--- src/rtl/poe_budget_pkg.sv ---
package poe_budget_pkg;
  localparam int ST_W  = 3;
  localparam int BUD_W = 9;

  typedef enum logic [ST_W-1:0] {
    ST_IDLE   = 3'd0,
    ST_ON     = 3'd1,
    ST_ON_HI  = 3'd2,
    ST_DENIED = 3'd3,
    ST_FAULT  = 3'd4
  } port_st_e;

  // class budget in 0.1 W; 30 W only on high-power ports
  function automatic logic [BUD_W-1:0] class_budget(input logic [1:0] cls, input logic hp);
    case (cls)
      2'd0:    class_budget = 9'd40;
      2'd1:    class_budget = 9'd70;
      2'd2:    class_budget = 9'd154;
      default: class_budget = hp ? 9'd300 : 9'd154;
    endcase
  endfunction
endpackage

--- src/rtl/poe_cfg_decode.sv ---
module poe_cfg_decode #(
  parameter int N_PORTS = 8,
  parameter int CODE_W  = 8
) (
  input  logic              two_ctrl_i,
  input  logic [CODE_W-1:0] hipwr_code_i,
  input  logic [CODE_W-1:0] hiprio_code_i,
  output logic [N_PORTS-1:0] active_o,
  output logic [N_PORTS-1:0] hipwr_o,
  output logic [N_PORTS-1:0] hiprio_o
);
  localparam int FS   = (1 << CODE_W) - 1;
  localparam int HALF = N_PORTS / 2;
  localparam int DW   = CODE_W + $clog2(N_PORTS) + 4;

  logic half_on;
  assign half_on = (DW'(2) * DW'(hipwr_code_i)) > DW'(FS);

  for (genvar g = 0; g < N_PORTS; g++) begin : g_port
    logic hp_rnd, pr_rnd;
    // port g counts if round(N*code/FS) > g
    assign hp_rnd = (DW'(2 * N_PORTS) * DW'(hipwr_code_i))  >= (DW'(2 * g + 1) * DW'(FS));
    assign pr_rnd = (DW'(2 * N_PORTS) * DW'(hiprio_code_i)) >= (DW'(2 * g + 1) * DW'(FS));
    assign hipwr_o[g]  = two_ctrl_i ? hp_rnd : half_on;
    assign hiprio_o[g] = pr_rnd;
    if (g < HALF) begin : g_lo
      assign active_o[g] = 1'b1;
    end else begin : g_hi
      assign active_o[g] = two_ctrl_i;
    end
  end
endmodule

--- src/rtl/poe_load_eval.sv ---
module poe_load_eval
  import poe_budget_pkg::*;
#(
  parameter int N_PORTS  = 8,
  parameter int CODE_W   = 8,
  parameter int PWR_W    = 12,
  parameter int FULL_PWR = 2000
) (
  input  logic [CODE_W-1:0]                supply_code_i,
  input  logic [N_PORTS-1:0]               en_i,
  input  logic [N_PORTS-1:0][PWR_W-1:0]    meas_i,
  input  logic [N_PORTS-1:0][BUD_W-1:0]    bud_i,
  output logic                             over_o,
  output logic                             severe_o,
  output logic [N_PORTS-1:0]               fits_o
);
  localparam int FS       = (1 << CODE_W) - 1;
  localparam int SUM_W    = PWR_W + $clog2(N_PORTS) + 1;
  localparam int CMP_W    = SUM_W + CODE_W + 14;
  localparam int ADMIT_K  = FULL_PWR * 85 / 100;
  localparam int SEVERE_K = FULL_PWR * 11 / 10;

  logic [SUM_W-1:0] sum;
  logic [CMP_W-1:0] sum_fs, lim_admit, lim_over, lim_severe;

  always_comb begin
    sum = '0;
    for (int i = 0; i < N_PORTS; i++)
      if (en_i[i]) sum = sum + SUM_W'(meas_i[i]);
  end

  // thresholds scaled by FS so no divide is needed
  assign sum_fs     = CMP_W'(sum) * CMP_W'(FS);
  assign lim_admit  = CMP_W'(ADMIT_K)  * CMP_W'(supply_code_i);
  assign lim_over   = CMP_W'(FULL_PWR) * CMP_W'(supply_code_i);
  assign lim_severe = CMP_W'(SEVERE_K) * CMP_W'(supply_code_i);

  assign over_o   = sum_fs > lim_over;
  assign severe_o = sum_fs > lim_severe;

  for (genvar g = 0; g < N_PORTS; g++) begin : g_fit
    assign fits_o[g] = ((CMP_W'(sum) + CMP_W'(bud_i[g])) * CMP_W'(FS)) <= lim_admit;
  end
endmodule

--- src/rtl/poe_port_arbiter.sv ---
module poe_port_arbiter
  import poe_budget_pkg::*;
#(
  parameter int N_PORTS = 8
) (
  input  logic [N_PORTS-1:0][ST_W-1:0] st_i,
  input  logic [N_PORTS-1:0]           active_i,
  input  logic [N_PORTS-1:0]           hiprio_i,
  input  logic [N_PORTS-1:0]           hi_bud_i,
  input  logic [N_PORTS-1:0]           req_i,
  input  logic [N_PORTS-1:0]           ovl_i,
  input  logic [N_PORTS-1:0]           open_i,
  input  logic [N_PORTS-1:0]           fits_i,
  input  logic                         over_i,
  input  logic                         severe_i,
  output logic [N_PORTS-1:0][ST_W-1:0] st_o
);
  localparam int IDX_W = $clog2(N_PORTS);

  function automatic logic [IDX_W-1:0] first_idx(input logic [N_PORTS-1:0] v);
    first_idx = '0;
    for (int i = N_PORTS - 1; i >= 0; i--)
      if (v[i]) first_idx = IDX_W'(i);
  endfunction

  function automatic logic [IDX_W-1:0] last_idx(input logic [N_PORTS-1:0] v);
    last_idx = '0;
    for (int i = 0; i < N_PORTS; i++)
      if (v[i]) last_idx = IDX_W'(i);
  endfunction

  logic [N_PORTS-1:0] on, elig, reqr, lp_on, hp_on, hp_req, hp_fit, lp_fit;
  logic [IDX_W-1:0]   g_idx, v_idx;

  always_comb begin
    for (int i = 0; i < N_PORTS; i++) begin
      on[i]   = (st_i[i] == ST_ON) || (st_i[i] == ST_ON_HI);
      elig[i] = active_i[i] & on[i] & ~open_i[i] & ~ovl_i[i];
      reqr[i] = active_i[i] & req_i[i] & ~open_i[i] &
                ((st_i[i] == ST_IDLE) || (st_i[i] == ST_DENIED));
    end
  end

  assign lp_on  = elig & ~hiprio_i;
  assign hp_on  = elig & hiprio_i;
  assign hp_req = reqr & hiprio_i;
  assign hp_fit = hp_req & fits_i;
  assign lp_fit = reqr & ~hiprio_i & fits_i;

  always_comb begin
    st_o  = st_i;
    g_idx = '0;
    v_idx = '0;
    if (severe_i && |lp_on) begin
      for (int i = 0; i < N_PORTS; i++)
        if (lp_on[i]) st_o[i] = ST_DENIED;
    end else if (over_i) begin
      if (|lp_on) begin
        v_idx = last_idx(lp_on);
        st_o[v_idx] = ST_DENIED;
      end else if (|hp_on) begin
        v_idx = last_idx(hp_on);
        st_o[v_idx] = ST_DENIED;
      end
    end else begin
      for (int i = 0; i < N_PORTS; i++)
        if (reqr[i] && !fits_i[i] && st_i[i] == ST_IDLE) st_o[i] = ST_DENIED;
      if (|hp_fit) begin
        g_idx = first_idx(hp_fit);
        st_o[g_idx] = hi_bud_i[g_idx] ? ST_ON_HI : ST_ON;
      end else if (|hp_req && |lp_on) begin
        // preempt low priority for a waiting high-priority port
        v_idx = last_idx(lp_on);
        st_o[v_idx] = ST_DENIED;
      end else if (|lp_fit) begin
        g_idx = first_idx(lp_fit);
        st_o[g_idx] = hi_bud_i[g_idx] ? ST_ON_HI : ST_ON;
      end
    end
    // per-port overrides win over shared decisions
    for (int i = 0; i < N_PORTS; i++) begin
      if (!active_i[i] || open_i[i]) st_o[i] = ST_IDLE;
      else if (on[i] && ovl_i[i])    st_o[i] = ST_FAULT;
    end
  end
endmodule

--- src/rtl/poe_budget_ctrl.sv ---
module poe_budget_ctrl
  import poe_budget_pkg::*;
#(
  parameter int N_PORTS  = 8,
  parameter int CODE_W   = 8,
  parameter int PWR_W    = 12,
  parameter int FULL_PWR = 2000
) (
  input  logic                       clk_i,
  input  logic                       rst_ni,
  input  logic                       two_ctrl_i,
  input  logic [CODE_W-1:0]          supply_code_i,
  input  logic [CODE_W-1:0]          hipwr_code_i,
  input  logic [CODE_W-1:0]          hiprio_code_i,
  input  logic [N_PORTS-1:0]         req_i,
  input  logic [2*N_PORTS-1:0]       class_i,
  input  logic [N_PORTS*PWR_W-1:0]   meas_i,
  input  logic [N_PORTS-1:0]         ovl_i,
  input  logic [N_PORTS-1:0]         open_i,
  output logic [N_PORTS-1:0]         en_o,
  output logic [ST_W*N_PORTS-1:0]    state_o
);
  logic [N_PORTS-1:0][ST_W-1:0]  st_q, st_d;
  logic [N_PORTS-1:0][BUD_W-1:0] bud;
  logic [N_PORTS-1:0][PWR_W-1:0] meas;
  logic [N_PORTS-1:0] active, hipwr, hiprio, hi_bud, fits, en_q;
  logic over, severe;

  poe_cfg_decode #(.N_PORTS(N_PORTS), .CODE_W(CODE_W)) i_cfg (
    .two_ctrl_i    (two_ctrl_i),
    .hipwr_code_i  (hipwr_code_i),
    .hiprio_code_i (hiprio_code_i),
    .active_o      (active),
    .hipwr_o       (hipwr),
    .hiprio_o      (hiprio)
  );

  for (genvar g = 0; g < N_PORTS; g++) begin : g_bud
    assign bud[g]    = class_budget(class_i[2*g +: 2], hipwr[g]);
    assign hi_bud[g] = (class_i[2*g +: 2] == 2'd3) && hipwr[g];
    assign meas[g]   = meas_i[PWR_W*g +: PWR_W];
    assign en_o[g]   = (st_q[g] == ST_ON) || (st_q[g] == ST_ON_HI);
  end

  poe_load_eval #(.N_PORTS(N_PORTS), .CODE_W(CODE_W), .PWR_W(PWR_W), .FULL_PWR(FULL_PWR)) i_load (
    .supply_code_i (supply_code_i),
    .en_i          (en_o),
    .meas_i        (meas),
    .bud_i         (bud),
    .over_o        (over),
    .severe_o      (severe),
    .fits_o        (fits)
  );

  poe_port_arbiter #(.N_PORTS(N_PORTS)) i_arb (
    .st_i     (st_q),
    .active_i (active),
    .hiprio_i (hiprio),
    .hi_bud_i (hi_bud),
    .req_i    (req_i),
    .ovl_i    (ovl_i),
    .open_i   (open_i),
    .fits_i   (fits),
    .over_i   (over),
    .severe_i (severe),
    .st_o     (st_d)
  );

  always_ff @(posedge clk_i or negedge rst_ni) begin
    if (!rst_ni) begin
      st_q <= '0;
      en_q <= '0;
    end else begin
      st_q <= st_d;
      en_q <= en_o;
    end
  end

  assign state_o = st_q;


  single_grant_chk: assert property (@(posedge clk_i) disable iff (!rst_ni)
    $countones(en_o & ~en_q) <= 1);


  over_no_grant_chk: assert property (@(posedge clk_i) disable iff (!rst_ni)
    over |=> ((en_o & ~en_q) == '0));


  severe_lp_chk: assert property (@(posedge clk_i) disable iff (!rst_ni)
    severe |=> ((en_o & ~$past(hiprio)) == '0));

  for (genvar g = 0; g < N_PORTS; g++) begin : g_chk

    fault_hold_chk: assert property (@(posedge clk_i) disable iff (!rst_ni)
      (st_q[g] == ST_FAULT && !open_i[g] && active[g]) |=> (st_q[g] == ST_FAULT));

    idle_inactive_chk: assert property (@(posedge clk_i) disable iff (!rst_ni)
      !active[g] |=> (st_q[g] == ST_IDLE));
  end
endmodule

--- config.mk ---
export PLATFORM = sky130hd
export DESIGN_NAME = poe_budget_ctrl
export DESIGN_NICKNAME = d
export VERILOG_FILES = /design/src/rtl/poe_budget_pkg.sv /design/src/rtl/poe_cfg_decode.sv /design/src/rtl/poe_load_eval.sv /design/src/rtl/poe_port_arbiter.sv /design/src/rtl/poe_budget_ctrl.sv
export SDC_FILE = /design/constraint.sdc
export NUM_CORES = 2
export LEC_CHECK = 0
export CAP_MARGIN = 20
export CORE_MARGIN = 1.5
export CORE_UTILIZATION = 45
export CTS_CLUSTER_SIZE = 28
export DETAILED_ROUTE_END_ITERATION = 10
export PLACE_DENSITY = 0.64
export SETUP_SLACK_MARGIN = 0.05
export SLEW_MARGIN = 25
export SYNTH_ARGS = -nofsm -noshare
export SYNTH_HDL_FRONTEND = slang
export SYNTH_SLANG_ARGS = --single-unit
--- constraint.sdc ---
create_clock -name clk_i -period 25.1 [get_ports clk_i]
set_input_delay 2.51 -clock clk_i [delete_from_list [all_inputs] [get_ports clk_i]]
set_output_delay 2.51 -clock clk_i [all_outputs]
set_load 0.02 [all_outputs]
=== Word-level counts from Yosys, hierarchy flattened ===
Index checks and enable logic that the tools add are counted.

* Add/subtract/negate cells: 15
* Bitwise logic cells: 72
* $lt $le $gt $ge: 37
* Reductions and logical operators: 97
* Multipliers: 12
* Muxes and demuxes: 154
* Eq/ne operators: 64

{| class="wikitable"
|+ Operator list
! operator !! number
|-
| 38-bit by 19-bit less-or-equal comparator with 1-bit output || 8
|-
| 38-bit by 8-bit multiplier with 38-bit output (second input constant) || 8
|-
| 3-bit two-way mux || 96
|-
| 9-bit case mux with 3 select lines || 8
|-
| 24-bit two-way mux || 7
|-
| 16-bit by 9-bit adder with 17-bit output || 8
|-
| 16-bit two-way mux || 7
|-
| 16-bit by 12-bit adder with 16-bit output || 6
|-
| 12-bit >= comparator (second input constant) || 8
|-
| 8-bit bitwise AND || 9
|-
| 9-bit two-way mux || 8
|-
| 24-bit bitwise mux || 2
|-
| 3-bit by 2-bit == test with 1-bit output (second input constant) || 16
|-
| 12-bit by 11-bit >= comparator with 1-bit output (second input constant) || 4
|-
| 6-bit inequality test (second input constant) || 8
|-
| 16-bit OR || 3
|-
| 3-bit demux with 3-bit select || 5
|-
| 1-bit bitwise AND || 40
|-
| 8-bit OR reduction || 5
|-
| 1-bit logical AND || 39
|-
| 9-bit by 8-bit multiplier with 17-bit output (first input constant) || 2
|-
| 2-bit == test (second input constant) || 16
|-
| 4-bit by 3-bit inequality test with 1-bit output (second input constant) || 8
|-
| 8-bit NOT || 4
|-
| 22 further kinds || 126
|}

* Output and inout bits: 32
* Logic and storage cells: 459
* Input bits: 163
* Register bits after elaboration: 24

=== Longest topological paths before layout ===
* Depth in word-level cells: 46
* Depth in mapped cells: 88
* Mapped depth without buffers: 85

=== Cells and area by module ===
Synthesis repeated with hierarchy kept, for this count alone.

* Cell total of the unflattened synthesis: 5632
* Area total of the unflattened synthesis: 48459.0 um^2

{| class="wikitable"
|+ Modules (own cells, without submodules)
! module !! cells an instance !! area each (um^2) !! instances
|-
| poe_load_eval || 4923 || 43304.0 || 1
|-
| poe_port_arbiter || 453 || 3040.4 || 1
|-
| poe_budget_ctrl || 209 || 1835.5 || 1
|-
| poe_cfg_decode || 47 || 279.0 || 1
|}

=== Least setup slack after synthesis ===
OpenSTA, ideal clock, no wires.

* Kind: in2reg
* Start point: input meas_i[0]
* End point: register st_q, in the netlist state_o[15]
* Required time: 24.978 ns
* Data arrival time: 19.067 ns
* Path buffers: 2
* Cell stages on the path: 83
* Setup time: 0.122 ns
* Setup slack: 5.911 ns
* Cell sequence: and3_1 ha_1 fa_1 a21oi_1 nor2_1 nor2_1 xnor2_1 o21ai_0 ha_1 o21ai_0 nor2_1 o21a_1 nor2_1 xnor2_1 mux2_2 ha_1 or3_1 o22ai_1 [... 47 more ...] ha_1 nand4_1 nor2_1 nor2_1 xnor2_1 ha_1 nand4_1 o211ai_1 a2111oi_0 o22ai_1 or4_1 nor4b_1 a311oi_1 or3_1 a2111oi_2 mux2_2 nor2_1 nor3_1

* Cells in the longest elaborated chain, start to end: 44

{| class="wikitable"
|+ Ends and longest elaborated chain
! element !! RTL line !! source
|-
| from (decl) || poe_budget_ctrl.sv:17 || <nowiki>input logic [N_PORTS*PWR_W-1:0] meas_i,</nowiki>
|-
| 12-bit two-way mux (*) || poe_load_eval.sv:29 || <nowiki>if (en_i[i]) sum = sum + SUM_W'(meas_i[i]);</nowiki>
|-
| 12-bit by 12-bit adder with 13-bit output || poe_load_eval.sv:29 ||
|-
| 16-bit two-way mux (*) || poe_load_eval.sv:29 ||
|-
| 16-bit by 12-bit adder with 16-bit output || poe_load_eval.sv:29 ||
|-
| 16-bit two-way mux (*) || poe_load_eval.sv:29 ||
|-
| 16-bit by 12-bit adder with 16-bit output || poe_load_eval.sv:29 ||
|-
| 16-bit two-way mux (*) || poe_load_eval.sv:29 ||
|-
| 16-bit by 12-bit adder with 16-bit output || poe_load_eval.sv:29 ||
|-
| [... 28 more ...] || -- ||
|-
| 24-bit bitwise mux || poe_port_arbiter.sv:77 || <nowiki>st_o[g_idx] = hi_bud_i[g_idx] ? ST_ON_HI : ST_ON;</nowiki>
|-
| 24-bit two-way mux || poe_port_arbiter.sv:75 || <nowiki>end else if (|lp_fit) begin</nowiki>
|-
| 24-bit two-way mux || poe_port_arbiter.sv:71 || <nowiki>end else if (|hp_req && |lp_on) begin</nowiki>
|-
| 24-bit two-way mux || poe_port_arbiter.sv:68 || <nowiki>if (|hp_fit) begin</nowiki>
|-
| 24-bit two-way mux || poe_port_arbiter.sv:57 || <nowiki>end else if (over_i) begin</nowiki>
|-
| 24-bit two-way mux || poe_port_arbiter.sv:54 || <nowiki>if (severe_i && |lp_on) begin</nowiki>
|-
| 3-bit two-way mux || poe_port_arbiter.sv:83 || <nowiki>else if (on[i] && ovl_i[i]) st_o[i] = ST_FAULT;</nowiki>
|-
| 3-bit two-way mux || poe_port_arbiter.sv:82 || <nowiki>if (!active_i[i] || open_i[i]) st_o[i] = ST_IDLE;</nowiki>
|-
| to (signal assigned) || poe_budget_ctrl.sv:74 || <nowiki>st_q <= st_d;</nowiki>
|-
| to (decl) || poe_budget_ctrl.sv:23 || <nowiki>logic [N_PORTS-1:0][ST_W-1:0] st_q, st_d;</nowiki>
|}

Every way passes the cells marked *; elsewhere a longest branch is shown, timed or not. The select of a mux whose other input is x is not followed.
A chain may end at the register's enable or synchronous reset.

=== Worst setup path after layout ===
* Start point: input meas_i[0]
* End point: register st_q, in the netlist state_o[10]

Same word-level chain as after synthesis.

==> run metrics <==
status completed; Crit Path Class input pin to flop; FFs w/ async S/R, synth 1.000; CTS Buffer Depth 2; DP Wirelength 118700 um; syn_nets between 7000 and 8000; Worst slew margin 0.2544; Hold Fails Final Rpt 0; clock tree sinks 24; Worst path slowest cell nor4b_1; simple logic cell fraction of the synthesized area 0.1094; cell count after synthesis between 5000 and 6000; TritonRoute pass-1 iters 6; GR Util All Layers 0.2519; Crit path top cell by count ha_1; post-synthesis mux area share 0.009768; Critical Path Start Type input pin; max reg flops 24; Ports between 150 and 200; share of layout cells above drive strength 1 0.02907; vias in the first global route between 40000 and 50000; antenna violations before repair 10; input/output buffers approximately 190; max cap viols 0; min Tclk post-route 22630 ps; hold crit path type flop to flop; Crit path largest cell delay around 850 ps; area grow syn2layout 8.135%; Max Slew Vio Count 0; total gr overflow 0; post-synthesis xor/xnor area fraction 0.07909; Die Y ~330 um; Root Driver clkbuf_16; final clock skew around 5 ps; Setup WS post-layout 2465 ps; fraction of the mapped netlist area in compound gates 0.1730; sequential-to-total area share from yosys stat 0.01231; Final setup viols 0; core area ~110000 um2; Final period util 0.9018; Crit path arrival time 22780 ps; RSZ-0062 raised after global routing no; DR vias/cell around 5.5; total wire length ~140000 um; measured slew at the worst slew-check pin between 1000 and 1500 ps; # nets final just under 8000; Max Freq about 0.044 GHz; Die ar. around 110000 um2; post_cts resized 0; most common cell after layout, fill and taps aside inv_1; Cell Rows 120; Seq cells post-synth 24; Remaining DRCs 0; Max Fanout on Critical Path 9; CTS Hold Buffers Added 0; pre-CTS setup slack ~2400 ps; global-route wire length before repair 221700 um; Initial Utilization 0.4546; Synth Area in Adders 0.5182; largest net degree at the start of global routing 27; Die X ~330 um; Req. time, crit path 25250 ps; Synth Flop Type dfrtp_1; setup_tns 0 ps; Placer Congestion 0.9252; Routed Antenna Nets 0; average size of a mapped cell roughly 8.5 um2; Wirelength per Cell 18.81 um; TritonCTS clock tree done; # fillers between 10000 and 15000; EDFF count, synth 0; Worst-path clk slew about 70 ps; largest family of logic cells by synthesized area adder cells; Synth warnings 0; Initial DRC Count between 2000 and 2500; mapped cell area about 49000 um2; total CTS buffers 3; post-synth cell types between 90 and 100; Post-CTS Setup Bufs 0; leading cell types in the layout, fill and taps excluded inv_1, ha_1, fa_1; worst skew pair latency about 270 ps; Setup crit end kind flop; htree depth 1; vias approximately 40000
[cell usage after synthesis (56+ instances only)]
| cell | number | area, um2 |
|---|---|---|
| a21o_1 | 228 | 1712 |
| o21ai_0 | 204 | 1021 |
| fa_1 | 689 | 13790 |
| nor2b_1 | 72 | 450.4 |
| nor2_1 | 307 | 1152 |
| o21a_1 | 69 | 518.0 |
| xor2_1 | 143 | 1252 |
| xnor2_1 | 265 | 2321 |
| inv_1 | 1201 | 4508 |
| a21oi_1 | 408 | 2042 |
| ha_1 | 919 | 11500 |
| nand2_1 | 233 | 874.6 |
| clkbuf_1 | 56 | 210.2 |
| nand3_1 | 72 | 360.4 |
| nand4_1 | 59 | 369.1 |
| o21bai_1 | 97 | 728.2 |
[final cells by class]
class,count,area [um2],share of cell area
Clock buffer,3,75.07,0.001423
Sequential cell,24,600.6,0.01138
Inverter,1207,4533,0.08590
Multi-Input combinational cell,4448,43570,0.8256
Tap cell,1403,1755,0.03326
Timing Repair Buffer,235,2230,0.04225
Antenna cell,4,10.01,0.0001897
[cells by family after synthesis]
group,after synthesis
xor gates and xnor gates,419
buffers and inverters,1274
muxes,45
AOI/OAI and AO/OA,1307
adders and majority gates,1608
and+or+nand+nor,1069
DFF,24
[per-layer routing]
layer	GRT usage	vias up	share of wire
li1	-	19542	-
met1	0.3350	19195	0.44
met2	0.4271	1023	0.46
met3	0.03246	205	0.063
met4	0.07183	10	0.033
met5	0	-	0.00044
[through the flow]
stage | hold slack [ps] | instances | instance area, um2 | util
after floorplan | 620.3 | 5746 | 48800 | -
after global placement | 558.0 | 7317 | 52670 | 0.4906
after detailed placement | 569.6 | 7317 | 52670 | 0.4906
after CTS | 591.6 | 7320 | 52740 | 0.4913
after global routing | 635.5 | 7320 | 52760 | 0.4915
final | 591.9 | 7324 | 52770 | 0.4916
[final timing paths]
| path | startpoint | to | slack [ps] | depth (start not counted) |
|---|---|---|---|---|
| worst min register to register | state_o[20] | state_o[20] | 590 | 2 |
| max in group asynchronous | rst_ni | state_o[16] | 22160 | 2 |
| worst max register to register | state_o[1] | state_o[10] | 4130 | 76 |
| min in group asynchronous | rst_ni | state_o[8] | 2650 | 2 |
| worst max-delay path | meas_i[0] | state_o[10] | 2470 | 78 |
| worst min-delay path | state_o[20] | state_o[20] | 590 | 2 |
[worst max-delay path, delay by kind of cell]
family / cells / cell delay, ps
xor+xnor: 6 / 1160
compound gates: 29 / 6480
simple gates: 21 / 4830
mux: 2 / 570
buf+inv: 6 / 1660
fa+ha+maj: 14 / 5510
Power is left out: the tool's default activity adds up to more than one toggle a clock period on the data nets, which glitch-free logic cannot reach.
